**config.mk**
```make
export PLATFORM = sky130hd
export DESIGN_NAME = mgmt_cmd_engine
export DESIGN_NICKNAME = d
export VERILOG_FILES = /design/src/rtl/mgmt_pkg.sv /design/src/rtl/mgmt_host_regs.sv /design/src/rtl/mgmt_seq.sv /design/src/rtl/mgmt_phy_regs.sv /design/src/rtl/mgmt_cmd_engine.sv
export SDC_FILE = /design/constraint.sdc
export NUM_CORES = 1
export LEC_CHECK = 0
export BUFFER_PORTS_ARGS = -buffer_cell sky130_fd_sc_hd__buf_4
export CORE_MARGIN = 2
export CORE_UTILIZATION = 40
export CTS_CLUSTER_DIAMETER = 60
export DETAILED_ROUTE_END_ITERATION = 6
export PLACE_DENSITY = 0.56
export SLEW_MARGIN = 20
export SYNTH_ARGS = -nofsm -noshare
export SYNTH_HDL_FRONTEND = slang
export SYNTH_SLANG_ARGS = --single-unit
```
**constraint.sdc**
```tcl
create_clock -name clk -period 4.4 [get_ports clk]
set_input_delay 1.32 -clock clk [delete_from_list [all_inputs] [get_ports clk]]
set_output_delay 1.32 -clock clk [all_outputs]
set_load 0.02 [all_outputs]
```
**src/rtl/mgmt_pkg.sv**
```systemverilog
package mgmt_pkg;
    localparam int PHY_AW        = 5;
    localparam int REG_AW        = 5;
    localparam int PHY_DW        = 16;
    localparam int HOST_DW       = 32;
    localparam int HOST_AW       = 2;
    localparam int CMD_PHY_LSB   = 24;
    localparam int CMD_REG_LSB   = 16;
    localparam int CMD_OP_LSB    = 14;
    localparam int CMD_GO_BIT    = 11;
    localparam int CMD_READY_BIT = 7;
    localparam int CTRL_W        = 7;
    localparam int CTRL_EN_BIT   = 6;

    typedef enum logic [1:0] {
        OP_NOP_A = 2'd0,
        OP_WR    = 2'd1,
        OP_RD    = 2'd2,
        OP_NOP_B = 2'd3
    } mgmt_op_e;

    typedef enum logic [HOST_AW-1:0] {
        HREG_CTRL  = 2'd0,
        HREG_CMD   = 2'd1,
        HREG_WDATA = 2'd2,
        HREG_RDATA = 2'd3
    } host_reg_e;

    typedef struct packed {
        logic [PHY_AW-1:0] phy;
        logic [REG_AW-1:0] regn;
        mgmt_op_e          op;
        logic [PHY_DW-1:0] wdata;
    } mgmt_req_t;
endpackage

```
**src/rtl/mgmt_host_regs.sv**
```systemverilog
module mgmt_host_regs
    import mgmt_pkg::*;
(
    input  logic                 clk,
    input  logic                 rst_n,
    input  logic                 host_wr_i,
    input  logic                 host_rd_i,
    input  logic [HOST_AW-1:0]   host_addr_i,
    input  logic [HOST_DW-1:0]   host_wdata_i,
    output logic [HOST_DW-1:0]   host_rdata_o,
    output logic                 launch_o,
    output mgmt_req_t            req_o,
    input  logic                 load_i,
    input  logic [PHY_DW-1:0]    load_data_i,
    output logic                 div_err_o
);
    typedef struct packed {
        logic [CTRL_W-1:0]  ctrl;
        logic [HOST_DW-1:0] cmd;
        logic [PHY_DW-1:0]  wdata;
        logic [PHY_DW-1:0]  rdata;
        logic [HOST_DW-1:0] rdout;
    } hregs_t;

    hregs_t    regs_q, regs_d;
    host_reg_e sel;

    assign sel = host_reg_e'(host_addr_i);

    always_comb begin
        regs_d = regs_q;
        if (host_wr_i) begin
            unique case (sel)
                HREG_CTRL:  regs_d.ctrl  = host_wdata_i[CTRL_W-1:0];
                HREG_CMD:   regs_d.cmd   = host_wdata_i;
                HREG_WDATA: regs_d.wdata = host_wdata_i[PHY_DW-1:0];
                HREG_RDATA: regs_d.rdata = host_wdata_i[PHY_DW-1:0];
            endcase
        end
        if (load_i) begin
            regs_d.rdata = load_data_i;
        end
        if (host_rd_i) begin
            unique case (sel)
                HREG_CTRL:  regs_d.rdout = HOST_DW'(regs_q.ctrl);
                HREG_CMD:   regs_d.rdout = regs_q.cmd | (HOST_DW'(1) << CMD_READY_BIT);
                HREG_WDATA: regs_d.rdout = HOST_DW'(regs_q.wdata);
                HREG_RDATA: regs_d.rdout = HOST_DW'(regs_q.rdata);
            endcase
        end
    end

    always_ff @(posedge clk or negedge rst_n) begin
        if (!rst_n) begin
            regs_q <= '0;
        end else begin
            regs_q <= regs_d;
        end
    end

    assign launch_o     = host_wr_i && (sel == HREG_CMD) && host_wdata_i[CMD_GO_BIT];
    assign req_o.phy    = host_wdata_i[CMD_PHY_LSB +: PHY_AW];
    assign req_o.regn   = host_wdata_i[CMD_REG_LSB +: REG_AW];
    assign req_o.op     = mgmt_op_e'(host_wdata_i[CMD_OP_LSB +: 2]);
    assign req_o.wdata  = regs_q.wdata;
    assign host_rdata_o = regs_q.rdout;
    assign div_err_o    = regs_q.ctrl[CTRL_EN_BIT] && (regs_q.ctrl[CTRL_EN_BIT-1:0] == '0);
endmodule

```
**src/rtl/mgmt_seq.sv**
```systemverilog
module mgmt_seq
    import mgmt_pkg::*;
(
    input  logic              clk,
    input  logic              rst_n,
    input  logic              launch_i,
    input  mgmt_req_t         req_i,
    output logic              busy_o,
    output logic              done_o,
    output logic              phy_we_o,
    output logic              load_o,
    output logic [PHY_AW-1:0] acc_phy_o,
    output logic [REG_AW-1:0] acc_reg_o,
    output logic [PHY_DW-1:0] acc_wdata_o
);
    typedef struct packed {
        logic      busy;
        logic      done;
        mgmt_req_t req;
    } seq_t;

    seq_t seq_q, seq_d;

    always_comb begin
        seq_d      = seq_q;
        seq_d.done = 1'b0;
        if (seq_q.busy) begin
            seq_d.busy = 1'b0;
            seq_d.done = 1'b1;
        end else if (launch_i) begin
            seq_d.busy = 1'b1;
            seq_d.req  = req_i;
        end
    end

    always_ff @(posedge clk or negedge rst_n) begin
        if (!rst_n) begin
            seq_q <= '0;
        end else begin
            seq_q <= seq_d;
        end
    end

    assign busy_o      = seq_q.busy;
    assign done_o      = seq_q.done;
    assign phy_we_o    = seq_q.busy && (seq_q.req.op == OP_WR);
    assign load_o      = seq_q.busy && (seq_q.req.op == OP_RD);
    assign acc_phy_o   = seq_q.req.phy;
    assign acc_reg_o   = seq_q.req.regn;
    assign acc_wdata_o = seq_q.req.wdata;
endmodule

```
**src/rtl/mgmt_phy_regs.sv**
```systemverilog
module mgmt_phy_regs
    import mgmt_pkg::*;
#(
    parameter logic [PHY_AW-1:0] PHY_ADDR = 5'd7
) (
    input  logic              clk,
    input  logic              rst_n,
    input  logic              link_up_i,
    input  logic [PHY_AW-1:0] acc_phy_i,
    input  logic [REG_AW-1:0] acc_reg_i,
    input  logic              we_i,
    input  logic [PHY_DW-1:0] wdata_i,
    output logic [PHY_DW-1:0] rdata_o
);
    localparam int NUM_REGS = 1 << REG_AW;

    localparam logic [REG_AW-1:0] IDX_CTL  = REG_AW'(0);
    localparam logic [REG_AW-1:0] IDX_STAT = REG_AW'(1);
    localparam logic [REG_AW-1:0] IDX_ADV  = REG_AW'(4);
    localparam logic [REG_AW-1:0] IDX_LP   = REG_AW'(5);
    localparam logic [REG_AW-1:0] IDX_VEND = REG_AW'(17);
    localparam logic [REG_AW-1:0] IDX_DIAG = REG_AW'(18);

    localparam int CTL_RST_BIT   = 15;
    localparam int ADV_10FD_BIT  = 6;
    localparam int ADV_100HD_BIT = 7;
    localparam int ADV_100FD_BIT = 8;
    localparam int DIAG_SPD_BIT  = 10;
    localparam int DIAG_DPX_BIT  = 11;

    localparam logic [PHY_DW-1:0] STAT_LINK_VAL = 16'h782E;
    localparam logic [PHY_DW-1:0] LP_ACK_VAL    = 16'h4000;
    localparam logic [PHY_DW-1:0] LP_SEL_VAL    = 16'h0001;
    localparam logic [PHY_DW-1:0] ADV_MODE_MASK = 16'h01E0;
    localparam logic [PHY_DW-1:0] VEND_VAL      = 16'h8000;

    function automatic logic [PHY_DW-1:0] rst_val(input int idx);
        case (idx)
            0:       return 16'h3100;
            2:       return 16'h0300;
            3:       return 16'hE400;
            4:       return 16'h01E1;
            default: return '0;
        endcase
    endfunction

    logic [PHY_DW-1:0] regs_q [NUM_REGS];
    logic [PHY_DW-1:0] regs_d [NUM_REGS];
    logic              present;
    logic [PHY_DW-1:0] adv;
    logic              adv_100;
    logic              adv_fd;
    logic [PHY_DW-1:0] view;

    assign present = (acc_phy_i == PHY_ADDR);
    assign adv     = regs_q[IDX_ADV];
    assign adv_100 = adv[ADV_100HD_BIT] | adv[ADV_100FD_BIT];
    assign adv_fd  = adv[ADV_100FD_BIT] | adv[ADV_10FD_BIT];

    always_comb begin
        for (int i = 0; i < NUM_REGS; i++) begin
            regs_d[i] = regs_q[i];
        end
        if (we_i && present) begin
            regs_d[acc_reg_i]           = wdata_i;
            regs_d[IDX_CTL][CTL_RST_BIT] = 1'b0;
        end

        case (acc_reg_i)
            IDX_STAT: view = link_up_i ? STAT_LINK_VAL : '0;
            IDX_LP:   view = LP_ACK_VAL | (adv & ADV_MODE_MASK) | LP_SEL_VAL;
            IDX_VEND: view = VEND_VAL;
            IDX_DIAG: view = link_up_i
                           ? ((PHY_DW'(adv_100) << DIAG_SPD_BIT) | (PHY_DW'(adv_fd) << DIAG_DPX_BIT))
                           : '0;
            default:  view = regs_q[acc_reg_i];
        endcase
        rdata_o = present ? view : '1;
    end

    for (genvar g = 0; g < NUM_REGS; g++) begin : g_reg
        always_ff @(posedge clk or negedge rst_n) begin
            if (!rst_n) begin
                regs_q[g] <= rst_val(g);
            end else begin
                regs_q[g] <= regs_d[g];
            end
        end
    end
endmodule

```
**src/rtl/mgmt_cmd_engine.sv**
```systemverilog
module mgmt_cmd_engine
    import mgmt_pkg::*;
#(
    parameter logic [PHY_AW-1:0] PHY_ADDR = 5'd7
) (
    input  logic               clk,
    input  logic               rst_n,
    input  logic               host_wr_i,
    input  logic               host_rd_i,
    input  logic [HOST_AW-1:0] host_addr_i,
    input  logic [HOST_DW-1:0] host_wdata_i,
    output logic [HOST_DW-1:0] host_rdata_o,
    output logic               busy_o,
    output logic               done_o,
    output logic               div_err_o,
    input  logic               link_up_i
);
    mgmt_req_t         req;
    logic              launch;
    logic              phy_we;
    logic              load;
    logic [PHY_AW-1:0] acc_phy;
    logic [REG_AW-1:0] acc_reg;
    logic [PHY_DW-1:0] acc_wdata;
    logic [PHY_DW-1:0] phy_rdata;

    mgmt_host_regs u_host (
        .clk          (clk),
        .rst_n        (rst_n),
        .host_wr_i    (host_wr_i),
        .host_rd_i    (host_rd_i),
        .host_addr_i  (host_addr_i),
        .host_wdata_i (host_wdata_i),
        .host_rdata_o (host_rdata_o),
        .launch_o     (launch),
        .req_o        (req),
        .load_i       (load),
        .load_data_i  (phy_rdata),
        .div_err_o    (div_err_o)
    );

    mgmt_seq u_seq (
        .clk         (clk),
        .rst_n       (rst_n),
        .launch_i    (launch),
        .req_i       (req),
        .busy_o      (busy_o),
        .done_o      (done_o),
        .phy_we_o    (phy_we),
        .load_o      (load),
        .acc_phy_o   (acc_phy),
        .acc_reg_o   (acc_reg),
        .acc_wdata_o (acc_wdata)
    );

    mgmt_phy_regs #(.PHY_ADDR(PHY_ADDR)) u_phy (
        .clk       (clk),
        .rst_n     (rst_n),
        .link_up_i (link_up_i),
        .acc_phy_i (acc_phy),
        .acc_reg_i (acc_reg),
        .we_i      (phy_we),
        .wdata_i   (acc_wdata),
        .rdata_o   (phy_rdata)
    );
endmodule

```
==> results of run 1 <==
## routing by layer
layer / up-vias / part of all wire
li1: 7125 / -
met1: 8941 / 0.45
met2: 366 / 0.48
met3: 95 / 0.043
met4: 0 / 0.020
met5: - / 0
## through the flow
step	util	cell area, sq um	power (mW)	setup slack [ns]
floorplan	-	29500	7.95	1.56
global placement	0.422	30800	8.73	1.13
detailed placement	0.422	30800	8.77	1.08
CTS	0.457	33400	15.2	1.23
global route	0.457	33400	15.7	1.12
finish	0.457	33400	15.1	1.24
## worst paths after layout
path                                                startpoint                             endpoint  cells after the start
worst max-delay path            u_seq.acc_reg_o[4]$_DFFE_PN0P_        u_phy.regs_q[369]$_DFFE_PN0P_                      5
worst min-delay path             u_host.regs_q[85]$_DFFE_PN0N_  u_host.host_rdata_o[21]$_DFFE_PN0P_                      2
worst max register to register  u_seq.acc_reg_o[4]$_DFFE_PN0P_        u_phy.regs_q[369]$_DFFE_PN0P_                      5
worst min register to register   u_host.regs_q[85]$_DFFE_PN0N_  u_host.host_rdata_o[21]$_DFFE_PN0P_                      2
max in group asynchronous                                rst_n   u_host.host_rdata_o[9]$_DFFE_PN0P_                      3
min in group asynchronous                                rst_n        u_phy.regs_q[467]$_DFFE_PN0P_                      1
## flip-flops by register name, indices dropped and copies added, names as in the netlist
signal,count
u_seq.done_o,1
u_host.host_rdata_o,32
u_seq.busy_o,1
u_seq.acc_wdata_o,16
u_seq.seq_q,2
u_seq.acc_phy_o,5
u_phy.regs_q,495
u_phy.adv,16
u_host.req_o,16
u_host.regs_q,54
u_seq.acc_reg_o,5
## worst min-delay path, cell delays in order (launching register included)
cell	delay, ns
dfrtp_1	0.34
nand2_1	0.04
o21ai_0	0.06
## area by class of cell
cell class / instances / area [sq um]
fillers: 6298 / 39600
flip-flops and latches: 643 / 16100
multi-input cells: 1076 / 12200
clock buffers: 107 / 2260
repair buffers: 139 / 1210
well taps: 959 / 1200
clock inverters: 26 / 303
inverters: 20 / 75.1
diodes: 1 / 2.50
## placed cells by master (no fill, tap or decap), types with 5 or more instances in the layout
master	instances
a211oi_1	14
a21o_1	5
a21oi_1	24
a221o_1	7
a221oi_1	6
a22oi_1	9
a31oi_1	5
and3_1	8
buf_12	13
buf_4	125
bufinv_16	6
clkbuf_1	10
clkbuf_16	79
clkbuf_8	18
clkinv_2	13
dfrtp_1	616
dfrtp_2	10
dfstp_2	14
inv_1	19
mux2_1	33
mux2_2	582
mux2i_1	20
mux4_2	137
nand2_1	57
nor2_1	25
nor2_2	19
nor2_4	7
nor2_8	8
nor2b_1	10
nor4_1	5
o211ai_1	5
o21ai_0	22
o22ai_1	15
## kinds of logic (layout without fill, tap and decap cells)
family	count (synthesis)	in the layout	synth area share
mux	772	772	0.347
xor+xnor	1	1	0.000297
flops	643	643	0.547
compound gates	135	135	0.0314
buf+inv	206	292	0.0396
other cells	0	1	0
simple gates	168	168	0.0350
## power breakdown
group	switching, mW	total (mW)	internal [mW]
clock	2.49	6.42	3.92
sequential	0.811	6.99	6.18
combinational	0.942	1.68	0.734
==> impl_metrics.yaml, run 1 <==
outcome:
  status: "complete, no violations"
sta:
  finalClockSkew_ns: 0.0266
  fin_tns_setup_ns: 0
  relSlewSlack: 0.242
  drv_slew: 0
  post-route-min-period_ns: 3.16
  setup_viol: 0
  tightestPinTransition_ns: 1.14
  rsz0062_at_grt: "no"
  max_clock_freq_mhz: 317
  whs_ns: 0.479
  fin_crit_sh: 0.718
  finalHoldViolCount: 0
finish:
  nets: 1992
  stdcell_count: 2971
  drive_above_1_share: 0.523
  area_growth_syn_to_layout_pct: 13.3
power:
  p_per_area_nw_per_um2: 452
  power_leakage_nw: 15.7
  peakVddDrop_uv: 300
place:
  io_buffers: 73
  hpwl_um: 48900
  dp.cells: 2837
  finalWeightedCongestion: 0.800
critical_path:
  cp_slowest_cell: "dfrtp_1"
  worstPathCellList: "nor2b_1, nand2b_1, nor2_2, buf_4, mux2_2"
  worst_setup_path_end_kind: "register"
  reg2reg_slack_ns: 1.24
  worst-endpoint-required_ns: 4.88
  crit_family: "simple AND/OR/NAND/NOR gates"
  crit_path_max_incr_delay_ns: 0.66
  critPathKind: "reg -> reg"
  arrival_ns: 3.64
  path_buf_inv: 1
  cp_max_fo: 11
  critPathLaunchType: "register"
die:
  num_rows: 99
  dieArea_sq_um: 75800
  fp.coreArea_sq_um: 73000
  die_h_um: 275
  die_w_um: 275
  io_pins: 74
  start_util: 0.404
clocking:
  cts_tree: "done"
  clk_latency_ns: 0.61
  post_cts_buffers: 0
  cts_made_buffers: 73
  root_buffer: "clkbuf_16"
  clock_sinks: 643
  cts_max_level: 3
  cts_buffer_depth: 3
  clk_pin_slew_ns: 0.06
  cts-resized-gates: 0
  hold_buffers: 0
global_routing:
  grt_use_met2: 0.339
  grtUsageTotal: 0.206
  grt_use_met3: 0.0324
  use_met1: 0.285
  overflow: 0
  grt_max_degree: 85
  grt_busiest_layer: "met2"
  antenna_found_initial: 2
  grt_pass1_wl_um: 117000
  grt_pass1_vias: 17912
synthesis:
  syn_area_sq_um: 29500
  synthTopCellsByArea: "dfrtp_1, mux2_2, mux4_2, mux2_1, dfstp_2"
  ys_seq_elements: 643
  syn_nets: 1964
  yosysWarnings: 0
  syn_inst: 1925
  synth.largest_area_cell: "dfrtp_1"
  synth_most_common_cell: "dfrtp_1"
  async_flop_share: 1.00
  synth_cell_type_count: 62
  ys_seq_area_frac: 0.547
  synth_edf_count: 0
  synth_top_area_share: 0.534
  postSynthAreaPerCell_sq_um: 15.3
  synth_ff_type: "dfrtp_1"
  synth_commonest_cells: "dfrtp_1, mux2_2, mux4_2"
hold_path:
  min_path_type: "reg -> reg"
route:
  wl_um: 75800
  wl_per_cell_um: 25.5
  avgViaCountPerCell: 5.56
  ant_nets: 0
  drt-initial-drc-count: 952
  dr.pass1.iters: 4
  vias: 16527
  drc: 0
run:
  maxCapViolCount: 0
Note: power is estimated with default switching activity, not from simulation.
==> run 2: changes to the inputs <==
- PLACE_DENSITY: 0.56 -> 0.58
- clock period: 4.4 -> 2.8 ns (I/O delays scaled with it)
==> run 2 against run 1 <==
Utilization grew 1.1 points; setup slack lost 1.0 ns; first-iteration DRC count grew 13%; critical path type unchanged; global-route usage grew 0.26 points; routed wire length grew 1.9%; clock skew grew 0.00092 ns; total power grew 57%.
==> impl_metrics.yaml, run 2 (synthesized netlist as in run 1, its figures left out) <==
die:
  die_w_um: 275
  start_util: 0.404
  io_pins: 74
  num_rows: 99
  die_h_um: 275
  dieArea_sq_um: 75800
  fp.coreArea_sq_um: 73000
run:
  maxCapViolCount: 0
sta:
  fin_crit_sh: 0.928
  relSlewSlack: 0.275
  tightestPinTransition_ns: 1.09
  finalHoldViolCount: 0
  rsz0062_at_grt: "no"
  post-route-min-period_ns: 2.60
  max_clock_freq_mhz: 385
  drv_slew: 0
  whs_ns: 0.163
  fin_tns_setup_ns: 0
  finalClockSkew_ns: 0.0275
  setup_viol: 0
  fin_ws_ns: 0.200
power:
  peakVddDrop_uv: 477
  netSwitchingPower_mw: 6.69
  switching_share: 0.282
  intPower_mw: 17.0
  p_clk_frac: 0.411
  seqPwrFrac: 0.456
  total_power_mw: 23.7
  power_leakage_nw: 16.1
  p_per_area_nw_per_um2: 693
  combPwrFrac: 0.133
critical_path:
  crit_top_cell: "buf_12"
  worst-endpoint-required_ns: 3.29
  cp_max_fo: 21
  critPathKind: "reg -> reg"
  worst_setup_path_end_kind: "register"
  crit_path_max_incr_delay_ns: 0.60
  worstPathCellList: "buf_12, buf_12, mux4_2, nor2b_1, a211oi_1, nor4_1, a221o_1"
  cp_slowest_cell: "dfrtp_4"
  critPathLaunchType: "register"
  arrival_ns: 3.09
route:
  drc: 0
  wl_um: 77200
  vias: 17067
  wl_per_cell_um: 25.4
  drt-initial-drc-count: 1074
  ant_nets: 0
  avgViaCountPerCell: 5.60
  dr.pass1.iters: 4
finish:
  largest-register: "u_phy.regs_q"
  drive_above_1_share: 0.539
  nets: 2070
  most-common-layout-cells: "dfrtp_1, mux2_2, buf_4"
  area_growth_syn_to_layout_pct: 16.0
  stdcell_count: 3045
  layout_commonest_cell: "dfrtp_1"
  num_antenna_cells: 0
  largest_reg_flops: 495
  final_core_util: 0.468
  design_area_sq_um: 34100
place:
  io_buffers: 73
  dp.cells: 2917
  hpwl_um: 51400
  placed_area_sq_um: 31700
  finalWeightedCongestion: 0.809
  dpl_worst_slack_ns: 0.00355
global_routing:
  grtUsageTotal: 0.209
  grt_pass1_vias: 18225
  antenna_found_initial: 2
  grt_max_degree: 84
  grt_pass1_wl_um: 119000
  overflow: 0
clocking:
  clk_latency_ns: 0.61
  root_buffer: "clkbuf_16"
  clk_pin_slew_ns: 0.06
  clock_sinks: 643
  cts_made_buffers: 71
  cts_buffer_depth: 3
  hold_buffers: 0
  cts_max_level: 3
  cts_tree: "done"
outcome:
  status: "complete, no violations"
hold_path:
  min_path_type: "in -> async"
## run 2: changes by cell type in the layout (fill, tap and decap cells not counted)
cell	before	now
clkbuf_1	10	12
buf_4	125	181
a211oi_1	14	13
clkbuf_8	18	13
bufinv_16	6	7
diode_2	1	0
dfrtp_1	616	617
dfrtp_2	10	9
clkbuf_16	79	75
buf_12	13	37
clkinv_4	1	2
a211oi_2	0	1
## run 2: per-layer routing
| layer | track usage | vias to the layer above | part of all wire |
|---|---|---|---|
| met5 | 0 | - | 0 |
| met4 | 0.0495 | 0 | 0.017 |
| met3 | 0.0329 | 91 | 0.044 |
| met2 | 0.346 | 397 | 0.49 |
| met1 | 0.289 | 9281 | 0.45 |
| li1 | - | 7298 | - |
## run 2: timing repair
action,in CTS,in global routing
buffers inserted,0,0
gates resized for setup,1,0
setup endpoints to repair,1,0
## run 2: worst max-delay path, delay by kind of cell (launching register included)
| kind | cells | cell delay, ns |
|---|---|---|
| simple gates | 2 | 0.26 |
| compound gates | 2 | 0.64 |
| flops | 1 | 0.60 |
| buf+inv | 2 | 0.45 |
| mux | 1 | 0.51 |
## run 2: cell type report
type                    count  area, sq um
inverters                  20         75.1
well taps                 959         1200
flip-flops and latches    643        16100
fillers                  6332        38800
clock buffers             100         2100
repair buffers            219         2110
multi-input cells        1076        12200
clock inverters            28          342
## run 2: power groups by stage
stage / combinational (mW) / clock, mW / sequential (mW)
after CTS: 3.21 / 9.93 / 10.8
after global routing: 3.39 / 10.3 / 10.9
after floorplan: 2.42 / 0 / 10.1
after detailed placement: 3.20 / 0 / 10.9
after global placement: 3.17 / 0 / 10.9
final: 3.16 / 9.73 / 10.8
## run 2: worst paths after layout
check	slack, ns	startpoint	to	cells after the start
max	0.20	u_seq.acc_reg_o[0]$_DFFE_PN0P_	u_host.regs_q[33]$_DFFE_PN0P_	7
min	0.16	rst_n	u_host.regs_q[98]$_DFFE_PN0P_	1
max reg2reg	0.20	u_seq.acc_reg_o[0]$_DFFE_PN0P_	u_host.regs_q[33]$_DFFE_PN0P_	7
min reg2reg	0.47	u_host.regs_q[93]$_DFFE_PN0N_	u_host.host_rdata_o[29]$_DFFE_PN0P_	2
max in group asynchronous	1.66	rst_n	u_phy.regs_q[217]$_DFFE_PN0P_	2
min in group clk	0.46	host_wdata_i[22]	u_host.regs_q[86]$_DFFE_PN0N_	2
==> run 3: changes to the inputs <==
- PLACE_DENSITY: 0.58 -> 0.56
- clock period: 2.8 -> 2.5 ns (I/O delays scaled with it)
==> run 3 against run 2 <==
Final cell count increased by 1.2%; fmax grew 4.4%; global-route usage is essentially flat; worst hold slack better by 0.21 ns; setup slack got worse by 0.19 ns; design area grew 1.9%; first-iteration DRC count fell by 14%.
==> impl_metrics.yaml, run 3 (synthesized netlist as in run 1, its figures left out) <==
outcome:
  status: "complete, no violations"
power:
  peakVddDrop_uv: 567
  power_leakage_nw: 16.4
  p_per_area_nw_per_um2: 774
global_routing:
  grt_max_degree: 94
  grt_pass1_vias: 18396
  grt_use_met2: 0.344
  antenna_found_initial: 1
  grt_pass1_wl_um: 119000
  grt_busiest_layer: "met2"
  grt_use_met3: 0.0363
  use_met1: 0.281
  grtUsageTotal: 0.209
  overflow: 0
die:
  die_h_um: 275
  dieArea_sq_um: 75800
  die_w_um: 275
  fp.coreArea_sq_um: 73000
  num_rows: 99
  io_pins: 74
  start_util: 0.404
route:
  drc: 0
  avgViaCountPerCell: 5.51
  wl_um: 77200
  drt-initial-drc-count: 925
  vias: 16981
  ant_nets: 0
  dr.pass1.iters: 5
  wl_per_cell_um: 25.0
finish:
  fill_cells: 6306
  nets: 2103
  largest-register: "u_phy.regs_q"
  layout_commonest_cell: "dfrtp_1"
  largest_reg_flops: 495
  drive_above_1_share: 0.547
  area_growth_syn_to_layout_pct: 18.1
  most-common-layout-cells: "dfrtp_1, mux2_2, buf_4"
  regArea_sq_um: 16100
  design_area_sq_um: 34800
  multi_input_area_sq_um: 12200
critical_path:
  worst-endpoint-required_ns: 2.99
  critPathKind: "reg -> reg"
  r2r_start: "u_seq.acc_reg_o[0]$_DFFE_PN0P_"
  reg2reg_slack_ns: 0.01
  arrival_ns: 2.98
  path_buf_inv: 3
  worst_setup_path_end_kind: "register"
  crit_path_max_incr_delay_ns: 0.52
  rr_endpoint: "u_host.regs_q[43]$_DFFE_PN0P_"
  r2r_cells: 7
  cp_max_fo: 9
  cp_slowest_cell: "dfrtp_4"
  critPathLaunchType: "register"
  worstPathCellList: "buf_12, clkbuf_16, buf_4, mux4_2, mux2i_1, a31oi_1, a211o_1"
  crit_family: "multiplexers"
clocking:
  clk_latency_ns: 0.62
  cts_max_level: 3
  clk_pin_slew_ns: 0.06
  cts_buffer_depth: 3
  cts_made_buffers: 73
  clock_sinks: 643
  cts_tree: "done"
  root_buffer: "clkbuf_16"
place:
  hpwl_um: 51200
  dpl_worst_slack_ns: 0.00169
  finalWeightedCongestion: 0.780
  io_buffers: 73
  placed_area_sq_um: 32000
hold_path:
  hp-start: "host_wdata_i[29]"
  whs_path_depth: 2
  hold_end: "u_host.regs_q[93]$_DFFE_PN0N_"
  min_path_type: "in -> reg"
sta:
  finalClockSkew_ns: 0.0269
  relSlewSlack: 0.272
  drv_slew: 0
  fin_crit_sh: 0.996
  setup_viol: 0
  tightestPinTransition_ns: 1.09
  rsz0062_at_grt: "yes"
  post-route-min-period_ns: 2.49
  fin_tns_setup_ns: 0
  whs_ns: 0.376
  max_clock_freq_mhz: 402
  finalHoldViolCount: 0
  fin_ws_ns: 0.00980
run:
  maxCapViolCount: 0
-- run 3: routing by layer --
metal  routed length [um]  part of all wire
met1                34300              0.44
met2                37400              0.48
met3                 3540             0.046
met4                 1950             0.025
met5                   10           0.00013
-- run 3: area by class of cell --
type / count / share of cell area
Timing Repair Buffer: 250 / 0.0759
Sequential cell: 643 / 0.464
Inverter: 20 / 0.00216
Multi-Input combinational cell: 1076 / 0.351
Tap cell: 959 / 0.0345
Antenna cell: 1 / 0.0000719
Clock inverter: 20 / 0.00712
Clock buffer: 112 / 0.0652
-- run 3: worst register-to-register path: cells and delay by family (launching register included) --
| family | cells | cell delay (ns) |
|---|---|---|
| multiplexers | 2 | 0.78 |
| AO/OA/AOI/OAI | 2 | 0.61 |
| flip-flops | 1 | 0.52 |
| buffers and inverters | 3 | 0.47 |
-- run 3: what timing repair did --
| item | 4_1_cts | 5_1_grt |
|---|---|---|
| pin swaps | 0 | 2 |
| setup endpoints to repair | 1 | 127 |
| gates resized for setup | 1 | 12 |
| cloned | 0 | 3 |
| hold endpoints to repair | 25 | 0 |
| hold buffers | 1 | 0 |
| setup buffers | 0 | 16 |
-- run 3: through the flow --
step	util	total power, mW	std cells
floorplan	-	14.0	1925
global placement	0.438	15.8	2928
detailed placement	0.438	15.8	2928
CTS	0.473	27.0	3061
global route	0.477	28.1	3080
finish	0.477	26.9	3081
-- run 3: worst max path at each step --
| stage | startpoint | slack (ns) | endpoint | cells after the start |
|---|---|---|---|---|
| global route | u_seq.acc_reg_o[0]$_DFFE_PN0P_ | -0.03 | u_host.regs_q[37]$_DFFE_PN0P_ | 7 |
| floorplan | host_addr_i[1] | 0.23 | u_seq.acc_phy_o[0]$_DFFE_PN0P_ | 4 |
| CTS | u_seq.acc_reg_o[0]$_DFFE_PN0P_ | 0.02 | u_host.regs_q[34]$_DFFE_PN0P_ | 6 |
| finish | u_seq.acc_reg_o[0]$_DFFE_PN0P_ | 0.01 | u_host.regs_q[43]$_DFFE_PN0P_ | 7 |
| detailed placement | u_seq.acc_reg_o[0]$_DFFE_PN0P_ | 0.002 | u_host.regs_q[32]$_DFFE_PN0P_ | 7 |
| global placement | host_addr_i[1] | 0.0004 | u_host.regs_q[100]$_DFFE_PN0P_ | 5 |
-- run 3: report_power, final --
| group | switching [mW] | internal [mW] |
|---|---|---|
| Clock | 4.30 | 6.77 |
| Combinational | 2.36 | 1.74 |
| Sequential | 0.878 | 10.9 |
